[config.mk]
export PLATFORM = sky130hd
export DESIGN_NAME = sram_strobe_gen
export DESIGN_NICKNAME = d
export VERILOG_FILES = /design/src/rtl/sram_strobe_pkg.sv /design/src/rtl/sram_strobe_cfg.sv /design/src/rtl/sram_strobe_seq.sv /design/src/rtl/sram_strobe_drive.sv /design/src/rtl/sram_strobe_gen.sv
export SDC_FILE = /design/constraint.sdc
export NUM_CORES = 1
export LEC_CHECK = 0
export ABC_CLOCK_PERIOD_IN_PS = 1830
export CAP_MARGIN = 20
export CORE_ASPECT_RATIO = 1.75
export CORE_MARGIN = 2
export CORE_UTILIZATION = 40
export CTS_CLUSTER_DIAMETER = 100
export DETAILED_ROUTE_END_ITERATION = 7
export PLACE_DENSITY_LB_ADDON = 0.12
export SLEW_MARGIN = 20
export SYNTH_ARGS = -nofsm -noshare
export SYNTH_HDL_FRONTEND = slang
export SYNTH_HIERARCHICAL = 1
export SYNTH_SLANG_ARGS = --single-unit
[constraint.sdc]
create_clock -name clk -period 1.83 [get_ports clk]
set_clock_uncertainty 0.05 [all_clocks]
set_input_delay 0.183 -clock clk [delete_from_list [all_inputs] [get_ports clk]]
set_output_delay 0.183 -clock clk [all_outputs]
set_load 0.01 [all_outputs]
[src/rtl/sram_strobe_pkg.sv]
package sram_strobe_pkg;

    localparam int CFG_W      = 8;
    localparam int DLY_W      = 2;
    localparam int SETUP_LSB  = 0;
    localparam int HOLD_LSB   = 2;
    localparam int MODE_BIT   = 4;
    localparam int USED_BITS  = 5;

    typedef enum logic [1:0] {
        PH_IDLE   = 2'd0,
        PH_SETUP  = 2'd1,
        PH_STROBE = 2'd2,
        PH_HOLD   = 2'd3
    } phase_e;

    typedef struct packed {
        logic [DLY_W-1:0] setup;
        logic [DLY_W-1:0] hold;
        logic             bytesel;
    } timing_cfg_t;

endpackage

[src/rtl/sram_strobe_cfg.sv]
module sram_strobe_cfg
    import sram_strobe_pkg::*;
(
    input  logic             clk,
    input  logic             rst_n,
    input  logic             wr_en,
    input  logic [CFG_W-1:0] wdata,
    output logic [CFG_W-1:0] rdata,
    output timing_cfg_t      cfg
);
    localparam logic [CFG_W-1:0] USED_MASK = CFG_W'((1 << USED_BITS) - 1);

    logic [CFG_W-1:0] word_d, word_q;

    always_comb begin
        word_d = word_q;
        if (wr_en) begin
            word_d = wdata & USED_MASK;
        end
    end

    always_ff @(posedge clk or negedge rst_n) begin
        if (!rst_n) begin
            word_q <= '0;
        end else begin
            word_q <= word_d;
        end
    end

    assign rdata       = word_q;
    assign cfg.setup   = word_q[SETUP_LSB +: DLY_W];
    assign cfg.hold    = word_q[HOLD_LSB +: DLY_W];
    assign cfg.bytesel = word_q[MODE_BIT];

    assert_cfg_capture_R2: assert property (@(posedge clk) disable iff (!rst_n)
        wr_en |=> (cfg.setup == $past(wdata[SETUP_LSB +: DLY_W]) &&
                   cfg.hold == $past(wdata[HOLD_LSB +: DLY_W]) &&
                   cfg.bytesel == $past(wdata[MODE_BIT])));

endmodule

[src/rtl/sram_strobe_seq.sv]
module sram_strobe_seq
    import sram_strobe_pkg::*;
#(
    parameter int ADDR_W = 16,
    parameter int DATA_W = 16,
    localparam int NB    = DATA_W / 8,
    localparam int CNT_W = DLY_W + 1
) (
    input  logic              clk,
    input  logic              rst_n,
    input  timing_cfg_t       cfg_live,
    input  logic              req_valid,
    output logic              req_ready,
    input  logic              req_write,
    input  logic [ADDR_W-1:0] req_addr,
    input  logic [DATA_W-1:0] req_wdata,
    input  logic [NB-1:0]     req_be,
    input  logic [DATA_W-1:0] bus_din,
    output phase_e            phase_d_o,
    output logic              write_d_o,
    output logic [NB-1:0]     be_d_o,
    output logic              bytesel_d_o,
    output logic [ADDR_W-1:0] addr_o,
    output logic [DATA_W-1:0] wdata_o,
    output logic [DATA_W-1:0] rdata_o,
    output logic              done_o
);
    typedef struct packed {
        phase_e            phase;
        logic [CNT_W-1:0]  cnt;
        timing_cfg_t       cfg;
        logic              write;
        logic [NB-1:0]     be;
        logic [ADDR_W-1:0] addr;
        logic [DATA_W-1:0] wdata;
        logic [DATA_W-1:0] rdata;
        logic              done;
    } seq_s;

    seq_s seq_d, seq_q;

    always_comb begin
        seq_d      = seq_q;
        seq_d.done = 1'b0;
        unique case (seq_q.phase)
            PH_IDLE: begin
                if (req_valid) begin
                    seq_d.phase = PH_SETUP;
                    seq_d.cfg   = cfg_live;
                    seq_d.cnt   = {cfg_live.setup, 1'b0};
                    seq_d.write = req_write;
                    seq_d.be    = req_be;
                    seq_d.addr  = req_addr;
                    seq_d.wdata = req_wdata;
                end
            end
            PH_SETUP: begin
                if (seq_q.cnt == '0) begin
                    seq_d.phase = PH_STROBE;
                    seq_d.cnt   = CNT_W'(1);
                end else begin
                    seq_d.cnt = seq_q.cnt - 1'b1;
                end
            end
            PH_STROBE: begin
                if (seq_q.cnt == '0) begin
                    seq_d.phase = PH_HOLD;
                    seq_d.cnt   = {seq_q.cfg.hold, 1'b0};
                    if (!seq_q.write) begin
                        seq_d.rdata = bus_din;
                    end
                end else begin
                    seq_d.cnt = seq_q.cnt - 1'b1;
                end
            end
            PH_HOLD: begin
                if (seq_q.cnt == '0) begin
                    seq_d.phase = PH_IDLE;
                    seq_d.done  = 1'b1;
                end else begin
                    seq_d.cnt = seq_q.cnt - 1'b1;
                end
            end
            default: seq_d.phase = PH_IDLE;
        endcase
    end

    always_ff @(posedge clk or negedge rst_n) begin
        if (!rst_n) begin
            seq_q <= '0;
        end else begin
            seq_q <= seq_d;
        end
    end

    assign req_ready   = (seq_q.phase == PH_IDLE);
    assign phase_d_o   = seq_d.phase;
    assign write_d_o   = seq_d.write;
    assign be_d_o      = seq_d.be;
    assign bytesel_d_o = seq_d.cfg.bytesel;
    assign addr_o      = seq_q.addr;
    assign wdata_o     = seq_q.wdata;
    assign rdata_o     = seq_q.rdata;
    assign done_o      = seq_q.done;

    assert_cfg_frozen_R11: assert property (@(posedge clk) disable iff (!rst_n)
        (seq_q.phase != PH_IDLE && $past(seq_q.phase) != PH_IDLE) |-> $stable(seq_q.cfg));

    assert_addr_frozen_R12: assert property (@(posedge clk) disable iff (!rst_n)
        (seq_q.phase != PH_IDLE && $past(seq_q.phase) != PH_IDLE) |-> $stable(addr_o));

    assert_done_single_R9: assert property (@(posedge clk) disable iff (!rst_n)
        done_o |=> !done_o);

endmodule

[src/rtl/sram_strobe_drive.sv]
module sram_strobe_drive
    import sram_strobe_pkg::*;
#(
    parameter int NB = 2
) (
    input  logic          clk,
    input  logic          rst_n,
    input  phase_e        phase_d,
    input  logic          write_d,
    input  logic [NB-1:0] be_d,
    input  logic          bytesel_d,
    output logic          cs_n,
    output logic          rd_n,
    output logic [NB-1:0] we_n,
    output logic          wr_n,
    output logic          dout_en
);
    typedef struct packed {
        logic          cs_n;
        logic          rd_n;
        logic [NB-1:0] we_n;
        logic          wr_n;
        logic          dout_en;
    } pins_s;

    pins_s pins_d, pins_q;
    logic  active, strobe;

    always_comb begin
        active         = (phase_d != PH_IDLE);
        strobe         = (phase_d == PH_STROBE);
        pins_d.cs_n    = !active;
        pins_d.rd_n    = !(strobe && !write_d);
        pins_d.dout_en = active && write_d;
        if (bytesel_d) begin
            pins_d.we_n = active ? ~be_d : '1;
            pins_d.wr_n = !(strobe && write_d);
        end else begin
            pins_d.we_n = (strobe && write_d) ? ~be_d : '1;
            pins_d.wr_n = !(active && write_d);
        end
    end

    always_ff @(posedge clk or negedge rst_n) begin
        if (!rst_n) begin
            pins_q <= '{cs_n: 1'b1, rd_n: 1'b1, we_n: '1, wr_n: 1'b1, dout_en: 1'b0};
        end else begin
            pins_q <= pins_d;
        end
    end

    assign cs_n    = pins_q.cs_n;
    assign rd_n    = pins_q.rd_n;
    assign we_n    = pins_q.we_n;
    assign wr_n    = pins_q.wr_n;
    assign dout_en = pins_q.dout_en;

    assert_rd_inside_cs_R3: assert property (@(posedge clk) disable iff (!rst_n)
        !rd_n |-> !cs_n);

    assert_rd_width_R4: assert property (@(posedge clk) disable iff (!rst_n)
        $fell(rd_n) |=> (!rd_n ##1 rd_n));

endmodule

[src/rtl/sram_strobe_gen.sv]
module sram_strobe_gen
    import sram_strobe_pkg::*;
#(
    parameter int ADDR_W = 16,
    parameter int DATA_W = 16,
    localparam int NB    = DATA_W / 8
) (
    input  logic              clk,
    input  logic              rst_n,
    input  logic              cfg_wr_en,
    input  logic [CFG_W-1:0]  cfg_wdata,
    output logic [CFG_W-1:0]  cfg_rdata,
    input  logic              req_valid,
    output logic              req_ready,
    input  logic              req_write,
    input  logic [ADDR_W-1:0] req_addr,
    input  logic [DATA_W-1:0] req_wdata,
    input  logic [NB-1:0]     req_be,
    output logic              rsp_done,
    output logic [DATA_W-1:0] rsp_rdata,
    output logic [ADDR_W-1:0] bus_addr,
    output logic [DATA_W-1:0] bus_dout,
    output logic              bus_dout_en,
    input  logic [DATA_W-1:0] bus_din,
    output logic              bus_cs_n,
    output logic              bus_rd_n,
    output logic [NB-1:0]     bus_we_n,
    output logic              bus_wr_n
);
    timing_cfg_t   cfg_live;
    phase_e        phase_d;
    logic          write_d;
    logic [NB-1:0] be_d;
    logic          bytesel_d;

    sram_strobe_cfg u_cfg (
        .clk   (clk),
        .rst_n (rst_n),
        .wr_en (cfg_wr_en),
        .wdata (cfg_wdata),
        .rdata (cfg_rdata),
        .cfg   (cfg_live)
    );

    sram_strobe_seq #(.ADDR_W(ADDR_W), .DATA_W(DATA_W)) u_seq (
        .clk         (clk),
        .rst_n       (rst_n),
        .cfg_live    (cfg_live),
        .req_valid   (req_valid),
        .req_ready   (req_ready),
        .req_write   (req_write),
        .req_addr    (req_addr),
        .req_wdata   (req_wdata),
        .req_be      (req_be),
        .bus_din     (bus_din),
        .phase_d_o   (phase_d),
        .write_d_o   (write_d),
        .be_d_o      (be_d),
        .bytesel_d_o (bytesel_d),
        .addr_o      (bus_addr),
        .wdata_o     (bus_dout),
        .rdata_o     (rsp_rdata),
        .done_o      (rsp_done)
    );

    sram_strobe_drive #(.NB(NB)) u_drive (
        .clk       (clk),
        .rst_n     (rst_n),
        .phase_d   (phase_d),
        .write_d   (write_d),
        .be_d      (be_d),
        .bytesel_d (bytesel_d),
        .cs_n      (bus_cs_n),
        .rd_n      (bus_rd_n),
        .we_n      (bus_we_n),
        .wr_n      (bus_wr_n),
        .dout_en   (bus_dout_en)
    );

    assert_busy_not_ready_R10: assert property (@(posedge clk) disable iff (!rst_n)
        !bus_cs_n |-> !req_ready);

    assert_rd_wr_exclusive_R7: assert property (@(posedge clk) disable iff (!rst_n)
        !(!bus_rd_n && !bus_wr_n));

    assert_done_ends_cs_R9: assert property (@(posedge clk) disable iff (!rst_n)
        rsp_done |-> (bus_cs_n && $past(!bus_cs_n)));

endmodule

==> results.json, run 1 <==
{
  "drtIter0Drc": 49,
  "synth.cell_area_sq_mm": 0.00331,
  "post_synth_num_cell_types": 37,
  "period_minus_slack_ns": 1.75,
  "synth_xor_xnor_area_share_pct": 0.265,
  "report.final.hold_viol_count": 0,
  "detailroute.via_count": 1951,
  "die_area_sq_mm": 0.00905,
  "cts_tree": "built",
  "setup_violations": 0,
  "synth_cells": 241,
  "cp-start-kind": "flop",
  "min_path_type": "primary input to async pin",
  "number_of_inserted_diodes": 0,
  "reg2reg_from": "u_seq/seq_q[58]",
  "dieWidth_microns": 72.8,
  "clockPowerShare_pct": 23.6,
  "critical-path-slowest-cell": "clkdlybuf4s50_1",
  "clk_path_buf_depth": 2,
  "flow.area_growth_from_synthesis_pct": 39.9,
  "most_used_cells_in_the_layout_excluding_fill_and_tap_cells": "119 x clkdlybuf4s50_1, 66 x dfrtp_1, 49 x mux2_2, 16 x buf_4, 10 x mux2_4",
  "core_sq_mm": 0.00796,
  "worst-endpoint-required_ns": 1.60,
  "maxSlewHeadroom_pct": 63.8,
  "die_h_microns": 124,
  "synth_mux_area_share_pct": 21.5,
  "internal-power_uw": 5820,
  "post_synthesis_sequential_area_ratio_pct": 53.9,
  "synth-compound-area-share_pct": 3.29,
  "cap_viol_max_count": 0,
  "numCtsBuffers": 9,
  "fin_total_pwr_uw": 8060,
  "grt_pass1_vias": 2035,
  "clockRootBuffer": "clkbuf_16",
  "p_per_area_mw_per_mm2": 1740,
  "timing.final.ws_setup_ns": 0.0803,
  "preCtsSetupSlack_ns": -0.0356,
  "gpl.final_weighted_congestion": 0.724,
  "clk_pin_slew_worst_paths_ns": 0.06,
  "switching_power_uw": 2240,
  "grt_remaining_overflow": 0,
  "power_switching_share_pct": 27.8,
  "max_freq_ghz": 0.572,
  "critical_path_peak_fanout": 7,
  "synth.yosys.warnings": 6,
  "critical-path-max-stage-delay_ns": 0.56,
  "grt_first_pass_wirelength_microns": 9750,
  "setup_tns_ns": 0,
  "h-tree-depth": 3,
  "worst-slew-pin-transition_ns": 0.543,
  "combPwrFrac_pct": 42.6,
  "worst_hold_margin_ns": 0.330,
  "design.portCount": 127,
  "reg2reg_setup_slack_ns": 0.09,
  "clkLatencyLatePin_ns": 0.33,
  "synth_flop_cell": "dfrtp_1",
  "crit_path_cell_trace": "nor2_1 -> clkdlybuf4s50_1",
  "outcome": "finished clean",
  "sequentialPowerShare_pct": 33.8,
  "terminus_of_the_critical_flop_to_flop_path": "u_seq/rdata_o[10]",
  "io_buffers": 120,
  "drcViolationCount": 0,
  "critical_path_endpoint_category": "output port",
  "wirelength_microns": 5970,
  "combinational_family_with_the_most_area_after_synthesis": "multiplexers",
  "endpoint": "req_ready",
  "setup.worst_path.class": "flop to output port",
  "finalCritPeriodShare_pct": 95.6,
  "synth_fa_ha_area_share_pct": 0.756,
  "grt_resource_usage_total_pct": 14.2,
  "route.detailed.wl_per_inst_microns": 14.2,
  "ff2ff_path_depth": 6,
  "antenna_found_initial": 0,
  "drt-pass1-iter-count": 4,
  "critPathLaunch": "u_seq/seq_q[61]",
  "antenna_left": 0,
  "worst_ir_drop_vdd_uv": 826,
  "floorplan.initialDensity_pct": 41.6,
  "dp_hpwl_microns": 4410,
  "final_net_count": 389,
  "leakagePower_uw": 0.00199,
  "cts_setup_buffers": 0,
  "proportion_of_register_bits_with_asynchronous_set_or_reset_after_synthesis_pct": 100,
  "grt_setup_unrepaired": "false",
  "synth_seq_cells": 71,
  "clock_sinks": 71,
  "drv_slew": 0,
  "layout-drive-gt1-share_pct": 31.3,
  "viasPerCell": 4.66,
  "timing.critical_path.arrival_ns": 1.52,
  "synth_simple_gate_area_share_pct": 4.35,
  "grt_start_max_net_pins": 44,
  "synth-edff-count": 0,
  "syn_avg_cell_area_sq_um": 13.7,
  "layout.cells.most_common": "clkdlybuf4s50_1",
  "core.rowCount": 43
}
==> synthesized netlist by cell type, drive strengths merged (2+ instances only) <==
cell type | count | share of area (%)
o221ai | 2 | 0.53
dfrtp | 66 | 50
nor2b | 2 | 0.38
o21a | 2 | 0.45
nand2 | 3 | 0.34
mux2 | 59 | 21
or2b | 2 | 0.45
and2b | 2 | 0.45
nor2 | 2 | 0.23
dfstp | 5 | 4.0
o21ai | 3 | 0.45
ha | 2 | 0.76
buf | 67 | 15
a21oi | 2 | 0.30
inv | 4 | 0.45
==> per-layer routing <==
metal  up-vias  track usage [%]  share of wire [%]
met5         -                0                  0
met4         0             6.86                2.1
met3         9             4.69                5.9
met2        68             24.1                 53
met1       955             15.3                 39
li1        919                -                  -
==> layout make-up <==
type	count	area, sq um
clock buffers	11	253
clock inverters	5	80.1
fillers	650	3330
inverters	4	15.0
multi-input cells	100	1030
flip-flops and latches	71	1780
well taps	90	113
repair buffers	138	1360
==> sequential cells by signal, summed over array words and instances, names as in the netlist <==
| signal | cells |
|---|---|
| u_seq/done_o | 1 |
| u_drive/we_n | 2 |
| u_drive/cs_n | 1 |
| u_cfg/rdata | 5 |
| u_drive/dout_en | 1 |
| u_drive/wr_n | 1 |
| u_seq/addr_o | 16 |
| u_seq/seq_q | 11 |
| u_seq/rdata_o | 16 |
| u_drive/rd_n | 1 |
| u_seq/wdata_o | 16 |
==> worst min-delay path by stage <==
stage                           end  slack, ns  cells past startpoint
floorplan            u_cfg/rdata[0]      -0.16                      0
global placement    u_seq/addr_o[3]       0.16                      1
detailed placement  u_seq/addr_o[3]       0.16                      1
CTS                 u_seq/addr_o[3]       0.34                      2
global route        u_seq/addr_o[3]       0.37                      2
finish              u_seq/addr_o[3]       0.33                      2
==> stage by stage <==
stage	util, %	instances	area [sq um]
final	58.2	419	4630
after detailed placement	53.7	402	4280
after global placement	53.7	402	4280
after CTS	58.0	419	4620
after global routing	58.2	419	4630
after floorplan	-	243	3320
==> cell families after synthesis <==
logic type                 Yosys count
xor gates and xnor gates             1
and+or+nand+nor                     19
muxes                               60
other                                1
DFF                                 71
AOI/OAI and AO/OA                   15
buffers and inverters               72
adders and majority gates            2
==> worst max-delay path, delay by kind of cell (launching register included) <==
family        cells  cell delay (ns)
simple gates      1             0.14
buf+inv           1             0.56
flops             1             0.49
==> timing repair <==
action / CTS / global route
resized for setup: 0 / 2
endpoints found under the hold margin: 40 / 0
hold buffers: 1 / 0
setup endpoints to repair: 0 / 11
==> power groups by stage <==
| stage | registers [uW] | logic, uW | clock network [uW] |
|---|---|---|---|
| 6_report | 2720 | 3440 | 1900 |
| 5_1_grt | 2830 | 3690 | 2030 |
| 4_1_cts | 2740 | 3460 | 1960 |
| 3_5_place_dp | 2760 | 3440 | 0 |
| 3_3_place_gp | 2720 | 3410 | 0 |
| 2_1_floorplan | 2670 | 2520 | 0 |
Power figures use the tool's default switching activity.
==> run 2, diff against run 1 <==
--- a/config.mk
+++ b/config.mk
@@ -13,6 +13,7 @@
 export CTS_CLUSTER_DIAMETER = 100
 export DETAILED_ROUTE_END_ITERATION = 7
 export PLACE_DENSITY_LB_ADDON = 0.12
+export SETUP_SLACK_MARGIN = 0.2
 export SLEW_MARGIN = 20
 export SYNTH_ARGS = -nofsm -noshare
 export SYNTH_HDL_FRONTEND = slang
==> run 2 against run 1 <==
Effect of this change: worst setup slack improved by 0.066 ns; global-route usage is 0.78 points higher; critical path depth increased by 4; first-iteration DRC count is 27% lower; sequential share of layout area down 0.081 points; register-to-register slack improved by 0.06 ns; critical endpoint is now u_seq/rdata_o[12].
==> results.json, run 2 (synthesis gave the netlist of run 1 again) <==
{
  "grt_resource_usage_total_pct": 14.9,
  "core.rowCount": 43,
  "leakagePower_uw": 0.00199,
  "clock_sinks": 71,
  "route.detailed.wl_per_inst_microns": 15.1,
  "most_used_cells_in_the_layout_excluding_fill_and_tap_cells": "115 x clkdlybuf4s50_1, 64 x dfrtp_1, 48 x mux2_2, 11 x buf_4, 11 x mux2_4",
  "switching_power_uw": 2280,
  "clockRootBuffer": "clkbuf_16",
  "p_per_area_mw_per_mm2": 1700,
  "grt_pass1_vias": 1988,
  "die_area_sq_mm": 0.00905,
  "setup_tns_ns": 0,
  "max_freq_ghz": 0.594,
  "critical-path-top-delay-family": "simple AND/OR/NAND/NOR gates",
  "grt_start_max_net_pins": 50,
  "wirelength_microns": 6300,
  "fillCellCount": 672,
  "cts_tree": "built",
  "internal-power_uw": 5610,
  "flow.area_growth_from_synthesis_pct": 40.4,
  "drcViolationCount": 0,
  "h-tree-depth": 3,
  "clkLatencyLatePin_ns": 0.32,
  "critical-path-max-stage-delay_ns": 0.39,
  "core_sq_mm": 0.00796,
  "cp-start-kind": "flop",
  "grt_setup_unrepaired": "true",
  "layout-drive-gt1-share_pct": 33.3,
  "gpl.final_weighted_congestion": 0.667,
  "path_depth": 6,
  "power_switching_share_pct": 28.9,
  "crit_path_cell_trace": "inv_2 -> ha_4 -> nand3b_4 -> or3_4 -> buf_12 -> mux2_4",
  "antenna_found_initial": 0,
  "drv_slew": 0,
  "setup.worst_path.class": "flop to flop",
  "dieWidth_microns": 72.8,
  "sequentialPowerShare_pct": 34.5,
  "number_of_inserted_diodes": 0,
  "worst_ir_drop_vdd_uv": 658,
  "critical_path_endpoint_category": "flop",
  "clockPowerShare_pct": 19.2,
  "report.final.hold_viol_count": 0,
  "grt_remaining_overflow": 0,
  "floorplan.initialDensity_pct": 41.6,
  "total_instance_count_after_detailed_placement": 396,
  "detailroute.via_count": 1980,
  "numCtsBuffers": 9,
  "combPwrFrac_pct": 46.3,
  "drtIter0Drc": 36,
  "setup_violations": 0,
  "clk_path_buf_depth": 2,
  "clk_pin_slew_worst_paths_ns": 0.05,
  "outcome": "finished clean",
  "io_buffers": 120,
  "critical-path-slowest-cell": "dfrtp_1",
  "die_h_microns": 124,
  "worst-endpoint-required_ns": 1.98,
  "critical_path_peak_fanout": 16,
  "ff2ff_path_depth": 6,
  "finalCritPeriodShare_pct": 92.0,
  "dp_hpwl_microns": 4470,
  "antenna_left": 0,
  "timing.critical_path.arrival_ns": 1.84,
  "min_path_type": "primary input to async pin",
  "period_minus_slack_ns": 1.68,
  "cap_viol_max_count": 0,
  "grt_first_pass_wirelength_microns": 10300,
  "drt-pass1-iter-count": 4,
  "viasPerCell": 4.75,
  "critPathBufInv": 2,
  "design.portCount": 127,
  "final_net_count": 388,
  "number_of_standard_cells_in_the_final_layout_excluding_fillers": 417,
  "final-seq-area_sq_mm": 0.00179,
  "area_of_combinational_cells_with_multiple_inputs_sq_mm": 0.00107,
  "layout.cells.most_common": "clkdlybuf4s50_1"
}
## run 2: cell count changes in the layout (fill, tap and decap cells not counted), moves of 4 or more
cell	before	now
buf_4	16	11
clkbuf_1	0	4
buf_12	2	6
clkdlybuf4s50_1	119	115
## run 2: stage by stage
step	hold slack [ns]	setup WS (ns)	total power, uW	cell area (sq um)	util, %
6_report	0.254	0.146	7880	4650	58.4
5_1_grt	0.275	0.104	8380	4650	58.4
4_1_cts	0.246	0.141	7840	4580	57.5
3_5_place_dp	0.0533	-0.00483	6230	4290	53.8
3_3_place_gp	0.0469	0.0349	6140	4290	53.8
2_1_floorplan	-0.163	0.113	5270	3360	-
## run 2: final timing paths
path	startpoint	end	slack [ns]
worst min-delay path	rst_n	u_seq/addr_o[8]	0.25
worst min register to register	u_seq/seq_q[53]	u_seq/seq_q[53]	0.45
min in group clk	req_addr[8]	u_seq/addr_o[8]	0.42
worst max register to register	u_seq/seq_q[58]	u_seq/rdata_o[12]	0.15
max in group asynchronous	rst_n	u_drive/rd_n	0.86
worst max-delay path	u_seq/seq_q[58]	u_seq/rdata_o[12]	0.15
## run 2: power by group through the flow
stage | Combinational, uW | Clock, uW | Sequential [uW]
final | 3650 | 1510 | 2720
after global routing | 3920 | 1640 | 2820
after CTS | 3520 | 1590 | 2730
after detailed placement | 3470 | 0 | 2750
after global placement | 3430 | 0 | 2710
after floorplan | 2590 | 0 | 2680
## run 2: cell type report
type | instances | share of cell area [%]
Sequential cell | 71 | 38.4
Timing Repair Buffer | 137 | 30.2
Multi-Input combinational cell | 100 | 23.0
Clock buffer | 14 | 5.46
Tap cell | 90 | 2.42
Inverter | 4 | 0.323
Clock inverter | 1 | 0.108
## run 2: what timing repair did
action	CTS	global route
pin swaps	2	2
buffers inserted	2	3
hold buffers	1	0
cloned	0	0
endpoints found under the setup margin	20	53
hold endpoints to repair	22	0
gates resized for setup	6	9
## run 2: worst register-to-register path, cell delays in order (launching register included)
cell,delay [ns]
dfrtp_1,0.39
inv_2,0.08
ha_4,0.16
nand3b_4,0.08
or3_4,0.34
buf_12,0.17
mux2_4,0.30
## run 2: metal layers
layer | global-route usage [%] | vias up | share of wire, %
met5 | 0 | - | 0
met4 | 7.52 | 0 | 2.7
met3 | 4.37 | 12 | 6.0
met2 | 24.9 | 71 | 53
met1 | 16.9 | 973 | 38
li1 | - | 924 | -
==> run 3, diff against run 2 <==
--- a/config.mk
+++ b/config.mk
@@ -6,7 +6,6 @@
 export NUM_CORES = 1
 export LEC_CHECK = 0
 export ABC_CLOCK_PERIOD_IN_PS = 1830
-export CAP_MARGIN = 20
 export CORE_ASPECT_RATIO = 1.75
 export CORE_MARGIN = 2
 export CORE_UTILIZATION = 40
==> results of run 3 <==
No change in the layout: final DEF, timing and power equal those of run 2.
